## config.mk

```make
export PLATFORM = sky130hd
export DESIGN_NAME = pix_hit_counter
export DESIGN_NICKNAME = d
export VERILOG_FILES = /design/src/rtl/hitc_pkg.sv /design/src/rtl/hitc_edge.sv /design/src/rtl/hitc_seg.sv /design/src/rtl/hitc_ctrl.sv /design/src/rtl/pix_hit_counter.sv
export SDC_FILE = /design/constraint.sdc
export NUM_CORES = 1
export LEC_CHECK = 0
export BUFFER_PORTS_ARGS = -buffer_cell sky130_fd_sc_hd__clkbuf_2
export CORE_ASPECT_RATIO = 0.75
export CORE_UTILIZATION = 45
export CTS_BUF_LIST = sky130_fd_sc_hd__clkbuf_2 sky130_fd_sc_hd__clkbuf_4 sky130_fd_sc_hd__clkbuf_8
export DETAILED_ROUTE_END_ITERATION = 12
export PLACE_DENSITY = 0.7
export REMOVE_ABC_BUFFERS = 1
export SETUP_SLACK_MARGIN = 0.1
export SYNTH_ARGS = -nofsm -noshare
export SYNTH_HDL_FRONTEND = slang
export SYNTH_SLANG_ARGS = --single-unit
```

## constraint.sdc

```tcl
create_clock -name clk -period 3.25 [get_ports clk]
set_input_delay 0 -clock clk [delete_from_list [all_inputs] [get_ports clk]]
set_output_delay 0 -clock clk [all_outputs]
set_load 0.05 [all_outputs]
```

## src/rtl/hitc_pkg.sv

```systemverilog
package hitc_pkg;

  typedef enum logic [1:0] {
    MODE_TOT_TOA  = 2'b00,
    MODE_TOT_EVT  = 2'b01,
    MODE_LONG_TOA = 2'b10,
    MODE_LONG_EVT = 2'b11
  } hitc_mode_e;

  // joined modes chain both counter segments
  function automatic logic mode_is_long(input hitc_mode_e m);
    return m[1];
  endfunction

  // arrival-time modes count every open cycle after the first edge
  function automatic logic mode_is_toa(input hitc_mode_e m);
    return ~m[0];
  endfunction

  // next value of a saturating segment; wrap allowed only when carrying on
  function automatic logic [15:0] seg_next(input logic [15:0] cur,
                                           input int unsigned width,
                                           input logic wrap_ok);
    logic [15:0] top;
    top = 16'((32'd1 << width) - 32'd1);
    if (cur != top) return cur + 16'd1;
    else if (wrap_ok) return 16'd0;
    else return cur;
  endfunction

endpackage

```

## src/rtl/hitc_edge.sv

```systemverilog
module hitc_edge (
  input  logic clk,
  input  logic rst_n,
  input  logic disc_i,
  output logic rise_o
);
  logic disc_q;

  always_ff @(posedge clk or negedge rst_n) begin
    if (!rst_n) disc_q <= 1'b0;
    else        disc_q <= disc_i;
  end

  assign rise_o = disc_i & ~disc_q;

  // an edge can never be reported in two consecutive cycles
  a_r3_single_rise: assert property (@(posedge clk) disable iff (!rst_n)
    rise_o |=> !rise_o);

endmodule

```

## src/rtl/hitc_seg.sv

```systemverilog
module hitc_seg #(
  parameter int unsigned W = 5
) (
  input  logic         clk,
  input  logic         rst_n,
  input  logic         clr_i,
  input  logic         en_i,
  input  logic         wrap_ok_i,
  output logic [W-1:0] val_o,
  output logic         full_o
);
  import hitc_pkg::*;

  logic [15:0] nxt_wide;

  assign nxt_wide = seg_next(16'(val_o), W, wrap_ok_i);
  assign full_o   = &val_o;

  always_ff @(posedge clk or negedge rst_n) begin
    if (!rst_n)     val_o <= '0;
    else if (clr_i) val_o <= '0;
    else if (en_i)  val_o <= nxt_wide[W-1:0];
  end

  // a full segment with no carry path stays full
  a_r6_hold_full: assert property (@(posedge clk) disable iff (!rst_n)
    full_o && en_i && !wrap_ok_i && !clr_i |=> full_o);

  // below the limit an enabled segment steps by exactly one
  a_r6_step_one: assert property (@(posedge clk) disable iff (!rst_n)
    en_i && !full_o && !clr_i |=> val_o == W'($past(val_o) + 1'b1));

endmodule

```

## src/rtl/hitc_ctrl.sv

```systemverilog
module hitc_ctrl (
  input  logic              clk,
  input  logic              rst_n,
  input  logic              shutter_i,
  input  logic [1:0]        mode_i,
  input  logic              readout_i,
  input  logic              disc_i,
  input  logic              rise_i,
  input  logic              lo_full_i,
  input  logic              hi_full_i,
  output logic              lo_en_o,
  output logic              hi_en_o,
  output logic              lo_wrap_o,
  output hitc_pkg::hitc_mode_e mode_o
);
  import hitc_pkg::*;

  hitc_mode_e mode_q;
  logic       toa_run;
  logic       open_win;
  logic       toa_go;
  logic       evt_go;
  logic       tot_go;
  logic       step_go;
  logic       is_long;

  assign open_win = shutter_i & ~readout_i;
  assign is_long  = mode_is_long(mode_q);
  assign toa_go   = open_win & mode_is_toa(mode_q) & (toa_run | rise_i);
  assign evt_go   = open_win & ~mode_is_toa(mode_q) & rise_i;
  assign tot_go   = open_win & disc_i & ~is_long;
  assign step_go  = toa_go | evt_go;

  assign lo_en_o   = is_long ? step_go : tot_go;
  assign hi_en_o   = is_long ? (step_go & lo_full_i) : step_go;
  assign lo_wrap_o = is_long & ~hi_full_i;
  assign mode_o    = mode_q;

  always_ff @(posedge clk or negedge rst_n) begin
    if (!rst_n)          mode_q <= MODE_TOT_TOA;
    else if (!shutter_i) mode_q <= hitc_mode_e'(mode_i);
  end

  always_ff @(posedge clk or negedge rst_n) begin
    if (!rst_n)         toa_run <= 1'b0;
    else if (readout_i) toa_run <= 1'b0;
    else if (toa_go)    toa_run <= 1'b1;
  end

  // an open shutter freezes the registered mode
  a_r8_mode_frozen: assert property (@(posedge clk) disable iff (!rst_n)
    shutter_i |=> mode_q == $past(mode_q));

  // once started, arrival timing stays armed until readout
  a_r2_run_sticky: assert property (@(posedge clk) disable iff (!rst_n)
    toa_run && !readout_i |=> toa_run);

endmodule

```

## src/rtl/pix_hit_counter.sv

```systemverilog
module pix_hit_counter #(
  parameter int unsigned LO_W = 5,
  parameter int unsigned HI_W = 8
) (
  input  logic                 clk,
  input  logic                 rst_n,
  input  logic                 disc_i,
  input  logic                 shutter_i,
  input  logic [1:0]           mode_i,
  input  logic                 readout_i,
  output logic [LO_W+HI_W-1:0] rd_data_o,
  output logic                 rd_valid_o
);
  import hitc_pkg::*;

  localparam int unsigned TOTAL_W = LO_W + HI_W;

  logic            rise;
  logic            lo_en, hi_en, lo_wrap;
  logic            lo_full, hi_full;
  logic [LO_W-1:0] lo_val;
  logic [HI_W-1:0] hi_val;
  hitc_mode_e      mode_cur;

  hitc_edge u_edge (
    .clk    (clk),
    .rst_n  (rst_n),
    .disc_i (disc_i),
    .rise_o (rise)
  );

  hitc_ctrl u_ctrl (
    .clk       (clk),
    .rst_n     (rst_n),
    .shutter_i (shutter_i),
    .mode_i    (mode_i),
    .readout_i (readout_i),
    .disc_i    (disc_i),
    .rise_i    (rise),
    .lo_full_i (lo_full),
    .hi_full_i (hi_full),
    .lo_en_o   (lo_en),
    .hi_en_o   (hi_en),
    .lo_wrap_o (lo_wrap),
    .mode_o    (mode_cur)
  );

  hitc_seg #(.W(LO_W)) u_lo (
    .clk       (clk),
    .rst_n     (rst_n),
    .clr_i     (readout_i),
    .en_i      (lo_en),
    .wrap_ok_i (lo_wrap),
    .val_o     (lo_val),
    .full_o    (lo_full)
  );

  hitc_seg #(.W(HI_W)) u_hi (
    .clk       (clk),
    .rst_n     (rst_n),
    .clr_i     (readout_i),
    .en_i      (hi_en),
    .wrap_ok_i (1'b0),
    .val_o     (hi_val),
    .full_o    (hi_full)
  );

  always_ff @(posedge clk or negedge rst_n) begin
    if (!rst_n) begin
      rd_data_o  <= '0;
      rd_valid_o <= 1'b0;
    end else begin
      rd_valid_o <= readout_i;
      if (readout_i) rd_data_o <= TOTAL_W'({hi_val, lo_val});
    end
  end

  // the strobe leaves both counters at zero
  a_r9_clear: assert property (@(posedge clk) disable iff (!rst_n)
    readout_i |=> (lo_val == '0) && (hi_val == '0));

  // each strobe is followed by a valid flag
  a_r9_valid: assert property (@(posedge clk) disable iff (!rst_n)
    readout_i |=> rd_valid_o);

  // a closed shutter holds both counters
  a_r7_idle: assert property (@(posedge clk) disable iff (!rst_n)
    !shutter_i && !readout_i |=> $stable(lo_val) && $stable(hi_val));

  // in joined modes a full 13-bit value never moves except by clear
  a_r6_joined_sat: assert property (@(posedge clk) disable iff (!rst_n)
    mode_is_long(mode_cur) && lo_full && hi_full && !readout_i
    |=> lo_full && hi_full);

endmodule

```

==> impl_metrics.csv <==
group,metric,value,unit
run_status,status,"finished clean",
global_route,grt_max_degree,32,
layout,drive_gt1_share,38.0,%
cts,cts-root-buf,"clkbuf_8",
place,post-dp-hpwl,1.72,mm
logic_synthesis,postSynthAreaPerCell,12.8,µm²
critical_path,setup.worst_path.class,"reg -> reg",
global_route,track_usage,17.2,%
route,ant_nets,0,
power,power_density,463,mW/mm²
cts,clock_latency,0.27,ns
place,io_buffers,20,
critical_path,worst_ep_arrival_time,2.18,ns
floorplan,die_w,67.8,µm
floorplan,die-area,0.00348,mm²
timing,rsz0062_at_grt,"false",
floorplan,dieHeight,51.4,µm
hold_path,hold_class,"in -> reg",
layout,final_cell_mix,"31 x dfrtp_1, 20 x clkbuf_2, 16 x mux2_2, 10 x nor2_1, 7 x clkbuf_8",
layout,finalNonFillerCells,180,
floorplan,io_pins,21,
timing,clock.fmax,504,MHz
timing,period_minus_slack,1.98,ns
timing,slew_headroom,50.4,%
global_route,use_met1,25.0,%
route,drt_iter0_drc,49,
global_route,grt_pass1_vias,888,
floorplan,core,0.00302,mm²
route,dr.pass1.iters,4,
cts,cts_sinks,31,
cts,htreeDepth,2,
critical_path,path_max_fanout,7,
floorplan,initial_core_util,48.4,%
critical_path,cp.required,3.44,ns
layout,finalNetCount,151,
critical_path,cp-start-kind,"register",
layout,mostFrequentLayoutCell,"dfrtp_1",
cts,clockBufferDepth,2,
logic_synthesis,ys.warnings.count,0,
global_route,grt_pass1_wl,4.25,mm
timing,finClkSkew,0.00350,ns
timing,hold_viol_final,0,
global_route,antenna_found_initial,0,
logic_synthesis,synthDistinctLibCells,36,
layout,areaGrowthSynthToFinish,17.1,%
global_route,grt_overflow,0,
timing,maxSlewViolCount,0,
global_route,grtUsageMet3,4.69,%
route,routed_wl,2.41,mm
power,finalPower,0.000793,W
critical_path,cp-end-kind,"register",
layout,antenna_cells,0,
logic_synthesis,netlist_area,0.00146,mm²
timing,tns,0,ns
cts,tritoncts,"yes",
logic_synthesis,yosysSeqAreaShare,53.1,%
route,wire_per_inst,13.4,µm
global_route,use_met2,22.9,%
timing,setup_violations,0,
place,place.gp.congestion,0.794,
power,ir_worst_vdd,321,µV
route,routed-via-count,941,
logic_synthesis,netlist_instances,114,
cts,postCtsSetupBuffers,0,
cts,clk_pin_slew,0.06,ns
place,place_area,0.00157,mm²
power,p_leak,0.819,nW
route,viasPerCell,5.23,
logic_synthesis,synth-seq-cells,31,
cts,cts.hold.buffers_added,4,
timing,worstMarginPinSlew,0.744,ns
global_route,gr-max-usage-layer,"met1",
cts,cts_buffers,5,
layout,design_area,0.00171,mm²
place,place_inst,168,
floorplan,std_cell_rows,17,
route,drc,0,
timing,finalCritPeriodShare,61.0,%
job,drv_cap,0,
cts,cts_resized,0,
==> through the flow <==
stage / setup slack [ns] / utilization, % / hold WS [ns]
global route: 1.08 / 56.7 / 0.0632
CTS: 1.26 / 56.7 / 0.0457
floorplan: 1.42 / - / -0.296
global placement: 1.33 / 51.9 / 0.0929
finish: 1.27 / 56.7 / 0.0556
detailed placement: 1.27 / 51.9 / 0.106
==> cells in the mapped netlist (all sizes together) <==
cell type	instances	area share [%]
a211o	2	1.2
a211oi	1	0.51
a21bo	1	0.68
a21o	1	0.51
a21oi	3	1.3
a22o	1	0.60
a31oi	1	0.43
and2b	2	1.0
and3	2	0.86
and4	2	1.5
buf	4	2.8
dfrtp	31	53
ha	3	2.6
inv	3	0.77
mux2	16	12
mux2i	1	0.68
nand2	3	0.77
nand2b	1	0.43
nand3	5	1.7
nand3b	1	0.51
nor2	11	3.3
nor2b	1	0.43
nor3	3	1.4
nor3b	2	1.0
nor4	2	2.3
o211ai	1	0.51
o21ai	2	1.5
o221ai	1	1.0
o2bb2ai	1	0.60
xnor2	6	3.6
==> power by group <==
group	switching (W)	total [W]	internal, W
Clock	0.000128	0.000330	0.000201
Combinational	0.0000383	0.0000613	0.0000230
Sequential	0.00000731	0.000402	0.000395
==> registers in the layout, indices dropped and copies added (netlist names) <==
name            count
rd_data_o          13
rd_valid_o          1
u_ctrl.mode_o       2
u_ctrl.toa_run      1
u_edge.disc_q       1
u_hi.val_o          8
u_lo.val_o          5
==> logic make-up after synthesis <==
| family | count (synthesis) | share of synthesized area, % |
|---|---|---|
| compound gates | 15 | 8.82 |
| xor+xnor | 6 | 3.60 |
| fa+ha+maj | 3 | 2.57 |
| buf+inv | 7 | 3.60 |
| flops | 31 | 53.1 |
| mux | 17 | 13.0 |
| simple gates | 35 | 15.3 |
==> critical path, cell delays in order, from the launching register on <==
cell and delay, ns:
dfrtp_1 0.41, ha_1 0.23, and3_1 0.18, ha_1 0.22
o221ai_2 0.41, nor3_2 0.13, a21o_1 0.21, a21oi_2 0.10
==> per-layer routing <==
layer | up-vias | part of all wire, %
met2 | 20 | 44
met5 | - | 0
met4 | 0 | 1.9
li1 | 458 | -
met3 | 5 | 3.9
met1 | 458 | 50
==> layout make-up <==
class                      count  area, µm²
multi-input combinational     76        633
inverter                       3       11.3
tap                           38       47.5
sequential                    31        776
fill                         274       1310
timing repair buffer          24        140
clock buffer                   8        104
==> path summary, 6_finish.rpt <==
kind | from | endpoint | slack (ns) | cells past startpoint
max reg2reg | u_lo.val_o[0]$_DFFE_PN0P_ | u_hi.val_o[7]$_DFFE_PN0P_ | 1.27 | 7
min reg2reg | rd_data_o[1]$_DFFE_PN0P_ | rd_data_o[1]$_DFFE_PN0P_ | 0.50 | 1
min | shutter_i | u_ctrl.mode_o[1]$_DFFE_PN0N_ | 0.06 | 2
min in group asynchronous | rst_n | rd_data_o[6]$_DFFE_PN0P_ | 0.33 | 2
max | u_lo.val_o[0]$_DFFE_PN0P_ | u_hi.val_o[7]$_DFFE_PN0P_ | 1.27 | 7
max in group asynchronous | rst_n | u_hi.val_o[3]$_DFFE_PN0P_ | 2.46 | 2
No activity file was read; power rests on OpenSTA's default activity.
